## src/rtl/dma_chan_pkg.sv

```systemverilog
package dma_chan_pkg;
    typedef enum logic [2:0] {
        ST_IDLE  = 3'd0,
        ST_HOLD  = 3'd1,
        ST_LATCH = 3'd2,
        ST_XFER  = 3'd3,
        ST_END   = 3'd4
    } cyc_state_e;

    localparam logic [3:0] SEL_ADDR = 4'd0;
    localparam logic [3:0] SEL_CNT  = 4'd1;
    localparam logic [3:0] SEL_MODE = 4'd8;

    localparam logic [1:0] TYPE_WRITE = 2'b01;
    localparam logic [1:0] TYPE_READ  = 2'b10;
endpackage

```

## src/rtl/dma_regfile.sv

```systemverilog
module dma_regfile
    import dma_chan_pkg::*;
#(
    parameter int DW = 8,
    parameter int CW = 14
) (
    input  logic            clk,
    input  logic            rst_n,
    input  logic            acc_ok,
    input  logic            wr_en,
    input  logic            rd_en,
    input  logic [3:0]      sel,
    input  logic [DW-1:0]   wdata,
    input  logic            cyc_done,
    output logic [DW-1:0]   rdata,
    output logic [2*DW-1:0] addr,
    output logic [1:0]      cyc_type,
    output logic            tc_now,
    output logic            chan_en
);
    localparam int AW = 2 * DW;
    localparam int RW = CW + 2;

    typedef struct packed {
        logic [AW-1:0] addr;
        logic [RW-1:0] cnt;
        logic          en;
        logic          stop;
        logic          flag;
        logic          ptr;
    } regs_t;

    regs_t r_d, r_q;
    logic  do_wr, do_rd;
    logic [AW-1:0] cnt_ext;

    assign do_wr   = acc_ok && wr_en;
    assign do_rd   = acc_ok && rd_en && !wr_en;
    assign cnt_ext = AW'(r_q.cnt);

    always_comb begin
        r_d = r_q;
        if (do_wr) begin
            case (sel)
                SEL_ADDR: begin
                    if (r_q.ptr) r_d.addr[AW-1:DW] = wdata;
                    else         r_d.addr[DW-1:0]  = wdata;
                    r_d.ptr = !r_q.ptr;
                end
                SEL_CNT: begin
                    if (r_q.ptr) r_d.cnt[RW-1:DW] = wdata[RW-DW-1:0];
                    else         r_d.cnt[DW-1:0]  = wdata;
                    r_d.ptr = !r_q.ptr;
                end
                SEL_MODE: begin
                    r_d.en   = wdata[0];
                    r_d.stop = wdata[1];
                    r_d.ptr  = 1'b0;
                end
                default: ;
            endcase
        end else if (do_rd) begin
            case (sel)
                SEL_ADDR, SEL_CNT: r_d.ptr  = !r_q.ptr;
                SEL_MODE:          r_d.flag = 1'b0;
                default: ;
            endcase
        end
        if (cyc_done) begin
            r_d.addr        = r_q.addr + 1'b1;
            r_d.cnt[CW-1:0] = r_q.cnt[CW-1:0] - 1'b1;
            if (r_q.cnt[CW-1:0] == '0) begin
                r_d.flag = 1'b1;
                if (r_q.stop) r_d.en = 1'b0;
            end
        end
    end

    always_ff @(posedge clk or negedge rst_n) begin
        if (!rst_n) r_q <= '0;
        else        r_q <= r_d;
    end

    always_comb begin
        rdata = '0;
        case (sel)
            SEL_ADDR: rdata = r_q.ptr ? r_q.addr[AW-1:DW] : r_q.addr[DW-1:0];
            SEL_CNT:  rdata = r_q.ptr ? cnt_ext[AW-1:DW]  : cnt_ext[DW-1:0];
            SEL_MODE: rdata = {{(DW-1){1'b0}}, r_q.flag};
            default:  rdata = '0;
        endcase
    end

    assign addr     = r_q.addr;
    assign cyc_type = r_q.cnt[RW-1:CW];
    assign tc_now   = (r_q.cnt[CW-1:0] == '0);
    assign chan_en  = r_q.en;


    addr_step_chk: assert property (@(posedge clk) disable iff (!rst_n)
        cyc_done |=> (r_q.addr == $past(r_q.addr) + 1'b1));

    type_keep_chk: assert property (@(posedge clk) disable iff (!rst_n)
        cyc_done |=> (r_q.cnt[RW-1:CW] == $past(r_q.cnt[RW-1:CW])));

    auto_stop_chk: assert property (@(posedge clk) disable iff (!rst_n)
        (cyc_done && tc_now && r_q.stop) |=> !r_q.en);

    flag_set_chk: assert property (@(posedge clk) disable iff (!rst_n)
        (cyc_done && tc_now) |=> r_q.flag);
endmodule

```

## src/rtl/dma_cycle_fsm.sv

```systemverilog
module dma_cycle_fsm
    import dma_chan_pkg::*;
(
    input  logic       clk,
    input  logic       rst_n,
    input  logic       chan_en,
    input  logic       dev_req,
    input  logic       hold_ack,
    input  logic       tc_now,
    input  logic [1:0] cyc_type,
    output logic       idle,
    output logic       owns_bus,
    output logic       latch_st,
    output logic       cyc_done,
    output logic       hold_req,
    output logic       dev_ack,
    output logic       mem_rd,
    output logic       mem_wr,
    output logic       term_cnt
);
    typedef struct packed {
        cyc_state_e st;
    } fsm_t;

    fsm_t f_d, f_q;

    always_comb begin
        f_d = f_q;
        case (f_q.st)
            ST_IDLE:  if (chan_en && dev_req) f_d.st = ST_HOLD;
            ST_HOLD:  if (hold_ack)           f_d.st = ST_LATCH;
            ST_LATCH: f_d.st = ST_XFER;
            ST_XFER:  f_d.st = ST_END;
            ST_END:   f_d.st = ST_IDLE;
            default:  f_d.st = ST_IDLE;
        endcase
    end

    always_ff @(posedge clk or negedge rst_n) begin
        if (!rst_n) f_q <= '{st: ST_IDLE};
        else        f_q <= f_d;
    end

    assign idle     = (f_q.st == ST_IDLE);
    assign hold_req = !idle;
    assign owns_bus = (f_q.st == ST_LATCH) || (f_q.st == ST_XFER) || (f_q.st == ST_END);
    assign latch_st = (f_q.st == ST_LATCH);
    assign dev_ack  = (f_q.st == ST_XFER);
    assign cyc_done = (f_q.st == ST_END);
    assign mem_wr   = dev_ack && (cyc_type == TYPE_WRITE);
    assign mem_rd   = dev_ack && (cyc_type == TYPE_READ);
    assign term_cnt = dev_ack && tc_now;


    ack_after_latch_chk: assert property (@(posedge clk) disable iff (!rst_n)
        latch_st |=> dev_ack);

    tc_in_xfer_chk: assert property (@(posedge clk) disable iff (!rst_n)
        term_cnt |-> (dev_ack && hold_req));

    hold_wait_chk: assert property (@(posedge clk) disable iff (!rst_n)
        ((f_q.st == ST_HOLD) && !hold_ack) |=> (f_q.st == ST_HOLD));

    strobe_excl_chk: assert property (@(posedge clk) disable iff (!rst_n)
        $onehot0({mem_rd, mem_wr}));
endmodule

```

## src/rtl/dma_bus_mux.sv

```systemverilog
module dma_bus_mux #(
    parameter int DW = 8
) (
    input  logic            idle,
    input  logic            owns_bus,
    input  logic            latch_st,
    input  logic            cpu_cs,
    input  logic            cpu_rd,
    input  logic [DW-1:0]   reg_rdata,
    input  logic [2*DW-1:0] addr,
    output logic [DW-1:0]   data_out,
    output logic            data_oe,
    output logic [DW-1:0]   addr_out,
    output logic            addr_oe
);
    logic slave_rd;

    assign slave_rd = idle && cpu_cs && cpu_rd;
    assign data_oe  = latch_st || slave_rd;
    assign data_out = latch_st ? addr[2*DW-1:DW] : (slave_rd ? reg_rdata : '0);
    assign addr_out = owns_bus ? addr[DW-1:0] : '0;
    assign addr_oe  = owns_bus;
endmodule

```

## src/rtl/dma_chan.sv

```systemverilog
module dma_chan #(
    parameter int DW = 8,
    parameter int CW = 14
) (
    input  logic          clk,
    input  logic          rst_n,
    input  logic          cpu_cs,
    input  logic          cpu_wr,
    input  logic          cpu_rd,
    input  logic [3:0]    reg_sel,
    input  logic [DW-1:0] data_in,
    output logic [DW-1:0] data_out,
    output logic          data_oe,
    output logic [DW-1:0] addr_out,
    output logic          addr_oe,
    input  logic          dev_req,
    output logic          hold_req,
    input  logic          hold_ack,
    output logic          addr_stb,
    output logic          dev_ack,
    output logic          mem_rd,
    output logic          mem_wr,
    output logic          term_cnt
);
    localparam int AW = 2 * DW;

    logic          idle, owns_bus, latch_st, cyc_done, tc_now, chan_en;
    logic [1:0]    cyc_type;
    logic [AW-1:0] addr;
    logic [DW-1:0] reg_rdata;
    logic          acc_ok;

    assign acc_ok = cpu_cs && idle;

    dma_regfile #(.DW(DW), .CW(CW)) u_regs (
        .clk(clk), .rst_n(rst_n), .acc_ok(acc_ok), .wr_en(cpu_wr), .rd_en(cpu_rd),
        .sel(reg_sel), .wdata(data_in), .cyc_done(cyc_done), .rdata(reg_rdata),
        .addr(addr), .cyc_type(cyc_type), .tc_now(tc_now), .chan_en(chan_en)
    );

    dma_cycle_fsm u_fsm (
        .clk(clk), .rst_n(rst_n), .chan_en(chan_en), .dev_req(dev_req),
        .hold_ack(hold_ack), .tc_now(tc_now), .cyc_type(cyc_type), .idle(idle),
        .owns_bus(owns_bus), .latch_st(latch_st), .cyc_done(cyc_done),
        .hold_req(hold_req), .dev_ack(dev_ack), .mem_rd(mem_rd), .mem_wr(mem_wr),
        .term_cnt(term_cnt)
    );

    dma_bus_mux #(.DW(DW)) u_mux (
        .idle(idle), .owns_bus(owns_bus), .latch_st(latch_st), .cpu_cs(cpu_cs),
        .cpu_rd(cpu_rd), .reg_rdata(reg_rdata), .addr(addr), .data_out(data_out),
        .data_oe(data_oe), .addr_out(addr_out), .addr_oe(addr_oe)
    );

    assign addr_stb = latch_st;


    bus_owner_chk: assert property (@(posedge clk) disable iff (!rst_n)
        data_oe |-> (addr_stb || !hold_req));

    latch_addr_chk: assert property (@(posedge clk) disable iff (!rst_n)
        addr_stb |-> (addr_oe && data_oe));

    frozen_regs_chk: assert property (@(posedge clk) disable iff (!rst_n)
        (hold_req && !dev_ack && !$past(dev_ack) && !addr_stb) |-> $stable(addr));
endmodule

```

## config.mk

```make
export PLATFORM = sky130hd
export DESIGN_NAME = dma_chan
export DESIGN_NICKNAME = d
export VERILOG_FILES = /design/src/rtl/dma_chan_pkg.sv /design/src/rtl/dma_regfile.sv /design/src/rtl/dma_cycle_fsm.sv /design/src/rtl/dma_bus_mux.sv /design/src/rtl/dma_chan.sv
export SDC_FILE = /design/constraint.sdc
export NUM_CORES = 1
export LEC_CHECK = 0
export BUFFER_PORTS_ARGS = -buffer_cell sky130_fd_sc_hd__buf_2
export CORE_MARGIN = 2
export CORE_UTILIZATION = 24
export DETAILED_ROUTE_END_ITERATION = 10
export PLACE_DENSITY = 0.42
export SYNTH_ARGS = -nofsm -noshare
export SYNTH_HDL_FRONTEND = slang
export SYNTH_SLANG_ARGS = --single-unit
```

## constraint.sdc

```tcl
create_clock -name clk -period 2.2 [get_ports clk]
set_clock_uncertainty 0.05 [all_clocks]
set_input_delay 0 -clock clk [delete_from_list [all_inputs] [get_ports clk]]
set_output_delay 0 -clock clk [all_outputs]
set_load 0.01 [all_outputs]
```

# [Yosys cells after proc, flatten, opt, wreduce, memory -nomap -nowiden]
# Cells that the tools add are included.
[classes] n_addsub=2 n_eq_ne=11 n_mux=28 n_reduce_logical=33
[ops] operator="$mux W8" n=8
[ops] operator="$mux W16" n=3
[ops] operator="$mux W34" n=1
[ops] operator="$pmux W8 S3" n=1
[ops] operator="$reduce_and A3 Y1" n=6
[ops] operator="$add A16 B1 Y16 const B" n=1
[ops] operator="$mux W15" n=1
[ops] operator="$logic_not A14 Y1" n=1
[ops] operator="$reduce_bool A2 Y1" n=7
[ops] operator="$sub A14 B1 Y14 const B" n=1
[ops] operator="$pmux W3 S4" n=1
[ops] operator="$logic_and A1 B1 Y1" n=8
[ops] operator="$mux W1" n=8
[ops] operator="$eq A3 B2 Y1 const B" n=2
[ops] operator="$mux W3" n=2
[ops] operator="$ne A2 B2 Y1 const B" n=3
[ops] operator="$eq A4 B1 Y1 const B" n=1
[ops] operator="$eq A4 B4 Y1 const B" n=1
[ops] operator="$logic_not A4 Y1" n=1
[ops] operator="$mux W2" n=2
[ops] operator="$reduce_and A2 Y1" n=2
[ops] operator="$eq A3 B1 Y1 const B" n=1
[ops] operator="$eq A3 B3 Y1 const B" n=1
[ops] operator="$logic_not A1 Y1" n=3
[ops] operator="6 further kinds" n=8
[totals] regBits=39 inputBits=19

# [Longest topological paths before layout]
[depth] depth_word=8 mapped_depth=7 depth_no_buf=6

# [Cells and area by module]
# Synthesis repeated with hierarchy kept, for this count alone.
[unflattened] hier_cells=357 area_unflattened_um2=3128.0
[modules_own_cells] mod="dma_regfile" n_inst=1 cells_per_inst=297 area_each_um2=2708.8 seq_area_each_um2=900.9
[modules_own_cells] mod="dma_bus_mux" n_inst=1 cells_per_inst=38 area_each_um2=220.2 seq_area_each_um2=0.0
[modules_own_cells] mod="dma_cycle_fsm" n_inst=1 cells_per_inst=21 area_each_um2=192.7 seq_area_each_um2=75.1
[modules_own_cells] mod="dma_chan" n_inst=1 cells_per_inst=1 area_each_um2=6.3 seq_area_each_um2=0.0

# [Worst setup path before layout]
# No wires, ideal clock.
[synth_path] path_type="flip-flop to flip-flop" from="register u_fsm.f_q[0] in the netlist's numbering" to="register u_regs.r_q, in the netlist u_regs.addr[10]" setup_time_ns=0.121 arrival_time_ns=1.885 path_slack_ns=0.144 stages_incl_launch_ff=7 period_less_slack_ns=2.056 cell_sequence="dfrtp_1 -> buf_2 -> or3b_1 -> buf_2 -> or4_4 -> a22o_1 -> a22o_1"
[synth_via] elab_chain_cells=5
[synth_rtl] item="start, declared" line_no="dma_cycle_fsm.sv:25" rtl="fsm_t f_d, f_q;"
[synth_rtl] item="start signal, assigned" line_no="dma_cycle_fsm.sv:40" rtl="if (!rst_n) f_q <= '{st: ST_IDLE};"
[synth_rtl] item="$logic_not A3 Y1" line_no="dma_cycle_fsm.sv:44" rtl="assign idle = (f_q.st == ST_IDLE);"
[synth_rtl] item="$logic_and A1 B1 Y1" line_no="dma_chan.sv:33" rtl="assign acc_ok = cpu_cs && idle;"
[synth_rtl] item="$logic_and A1 B1 Y1" line_no="dma_regfile.sv:37" rtl="assign do_wr = acc_ok && wr_en;"
[synth_rtl] item="$reduce_bool A2 Y1 (no source line)"
[synth_rtl] item="$reduce_and A3 Y1 (no source line)"
[synth_rtl] item="end signal, assigned" line_no="dma_regfile.sv:81" rtl="else r_q <= r_d;"
[synth_rtl] item="end, declared" line_no="dma_regfile.sv:33" rtl="regs_t r_d, r_q;"
# Parallel ways exist; a longest one is shown, timed or not.
# A chain may end at the register's enable or synchronous reset.

# [Worst setup path after layout]
[layout_path] from="register u_regs.r_q, in the netlist u_regs.cnt_ext[10]" to="register u_regs.r_q, in the netlist u_regs.cnt_ext[13]"
[layout_via] elab_chain_cells=2
[layout_rtl] item="$sub A14 B1 Y14" line_no="dma_regfile.sv:71" rtl="r_d.cnt[CW-1:0] = r_q.cnt[CW-1:0] - 1'b1;"
[layout_rtl] item="$mux W15" line_no="dma_regfile.sv:69" rtl="if (cyc_done) begin"
# Every way passes these cells.

==> flow_summary.toml <==
[die]
rows = 39
coreArea_sq_um = 11300
start_util_pct = 24.4
die_x_microns = 111
ios = 43
die_area_sq_um = 12400
fp.dieH_microns = 111

[synth]
synth_common_cells = "39 x dfrtp_1, 26 x nand2_1, 22 x nor2_1, 20 x nand3_1, 15 x clkbuf_1"
ys_types = 56
syn_area_per_cell_sq_um = 8.81
yosys.area_share.adder_pct = 0.904
syn_area_sq_um = 2770
synthFlopType = "dfrtp_1"
syn-num-nets = 335
synth_edf_count = 0
synth.top_cell.area_share_pct = 35.3
yosys-top-cells-area = "dfrtp_1 35%, mux4_2 6.5%, nand3_1 3.6%"
synthCells = 314
synth_seq_cells = 39
yosys.area_share.simple_pct = 29.7
synth_xor_xnor_area_share_pct = 0.316
synth-compound-area-share_pct = 20.3
synth_mux_area_share_pct = 8.36
synth_top_family_by_area = "simple AND/OR/NAND/NOR gates"
yosysWarningCount = 0
synth-async-reset-ratio_pct = 100
synth.most_common_cell = "dfrtp_1"
seq_area_frac_synth_pct = 35.3
yosys.area.top_type = "dfrtp_1"

[clock_tree]
cts_buffer_depth = 2
insertion_delay_ns = 0.28
numCtsBuffers = 5
clk_pin_slew_ns = 0.06
clockRootBuffer = "clkbuf_16"
htreeDepth = 2
cts_tree = "yes"
clkSinkCount = 39

[worst_setup_path]
arrival_ns = 2.23
cpPeakStageDelay_ns = 0.56
crit_type = "reg -> reg"
critical_path.endpoint_type = "flop"
crit_fanout = 4
cp_common_cell = "or4_1"
critPathLaunchType = "flop"
crit_required_ns = 2.36
r2r_end = "u_regs.cnt_ext[13]"
critPathBufInv = 0
slowest_stage = "or4_1"
cp_cell_sequence = "or4_1 -> or3_1 -> or4_1 -> nand4_1"
worst_r2r_path_depth = 4
r2r_setup_slack_ns = 0.14
worstReg2RegStart = "u_regs.cnt_ext[10]"
path_delay_family = "simple AND/OR/NAND/NOR gates"

[timing]
finalSetupViolations = 0
setup_tns_ns = 0
slew_viol_final = 0
relSlewSlack_pct = 34.4
rsz0062_at_grt = "false"
layout_worst_path_cycle_share_pct = 93.9
max_freq_ghz = 0.484
period_needed_ns = 2.06
worst_slack_ns = 0.135
hold_violations = 0
worst_slew_pin_slew_ns = 0.985

[grt]
antenna_found_initial = 0
grt_util_all_layers_pct = 16.2
grt_overflow = 0
grt_pass1_vias = 2714
grt_pass1_wl_mm = 16.0
grt_max_degree = 40

[power]
netSwitchingFraction_pct = 40.1
p_seq_share_pct = 36.2
power_density_nw_per_um2 = 1040
p_int_uw = 2220
total_leakage_power_uw = 0.00152
power_frac_comb_pct = 43.0
clkPwrFrac_pct = 20.8
p_switching_uw = 1480
ir_drop_uv = 357

[placement]
place_ws_ns = 0.175
dp_hpwl_mm = 7.36
io_buffers = 42
place_congestion = 0.832

[route]
vias = 2823
drtIter0Drc = 153
first_pass_iters = 4
wire_per_inst_microns = 19.0
route.detailed.drc = 0
ant_nets = 0
viasPerCell = 5.43
wl_mm = 9.88

[cells_and_area]
fin_nets = 397
diodes = 0
fill_cells = 1243
area_delta_synth_final_pct = 28.2
drive_gt1_share_pct = 24.4

[worst_hold_path]
whs_path_depth = 3
hold_path_end = "u_regs.addr[2]"
worst_hold_startpoint = "data_in[2]"
hold_path.class = "in -> reg"

[job]
maxCapViolations = 0

[run_status]
status = "finished, final reports clean"
==> layout make-up <==
class	instances	area (sq um)	share of cell area, %
tap	143	179	5.04
timing repair buffer	77	518	14.6
multi-input combinational	239	1660	46.9
clock buffer	8	156	4.41
inverter	14	52.6	1.48
sequential	39	977	27.5
==> power by group through the flow <==
stage               clock network (uW)  logic, uW  registers [uW]
floorplan                            0       1070            1170
global placement                     0       1570            1340
detailed placement                   0       1580            1340
CTS                                796       1590            1330
global route                       825       1760            1390
finish                             770       1590            1340
==> per-layer routing <==
metal / GRT usage [%] / up-vias / part of all wire, %
met5: 0 / - / 0
met4: 2.55 / 0 / 0.31
met3: 2.18 / 2 / 3.9
met2: 26.1 / 61 / 48
met1: 23.8 / 1415 / 48
li1: - / 1345 / -
==> metrics by stage <==
| stage | cell area, sq um | utilization [%] | cells | total power (uW) | hold slack, ns |
|---|---|---|---|---|---|
| final | 3550 | 31.3 | 520 | 3700 | 0.00651 |
| after global routing | 3550 | 31.3 | 520 | 3970 | 0.0514 |
| after CTS | 3530 | 31.2 | 520 | 3720 | 0.00619 |
| after detailed placement | 3290 | 29.1 | 504 | 2910 | 0.179 |
| after global placement | 3290 | 29.1 | 504 | 2910 | 0.171 |
| after floorplan | 2770 | - | 314 | 2240 | -0.346 |
==> tightest hold or removal path: stages <==
cell and delay, ns:
buf_2 0.11, o21ai_1 0.13, a211oi_1 0.05
==> how the worst max path moves through the flow <==
| stage | from | endpoint | depth (start not counted) |
|---|---|---|---|
| after floorplan | u_fsm.f_q[0] | u_regs.addr[10] | 6 |
| after global placement | u_regs.cnt_ext[10] | u_regs.cnt_ext[13] | 4 |
| after detailed placement | u_regs.cnt_ext[10] | u_regs.cnt_ext[13] | 4 |
| after CTS | u_regs.cnt_ext[10] | term_cnt | 4 |
| after global routing | u_regs.cnt_ext[9] | term_cnt | 4 |
| final | u_regs.cnt_ext[10] | u_regs.cnt_ext[13] | 4 |
==> logic make-up after synthesis <==
group	Yosys count
mux	13
flops	39
compound gates	79
simple gates	144
fa+ha+maj	2
buf+inv	36
xor+xnor	1
==> state kept, by name, summed over array words and instances (netlist names) <==
name / cells
u_fsm.f_q: 3
u_regs.cnt_ext: 16
u_regs.addr: 16
u_regs.chan_en: 1
u_regs.r_q: 3
==> layout by cell type, fill, tap and decap left out, drive strengths merged, types with 9 or more instances in the layout <==
master,synthesis,final
nor3,9,9
inv,14,14
dfrtp,39,39
nor2,22,22
o21ai,10,10
a21oi,11,11
buf,7,69
a22o,9,9
nand4,15,15
nand3,20,20
nand2,26,26
==> timing repair <==
action / in CTS / in global routing
buffers inserted: 0 / 0
endpoints found under the hold margin: 48 / 0
endpoints found under the setup margin: 0 / 9
hold buffers: 8 / 0
gates resized for setup: 0 / 3
No activity file was read; power rests on OpenSTA's default activity.
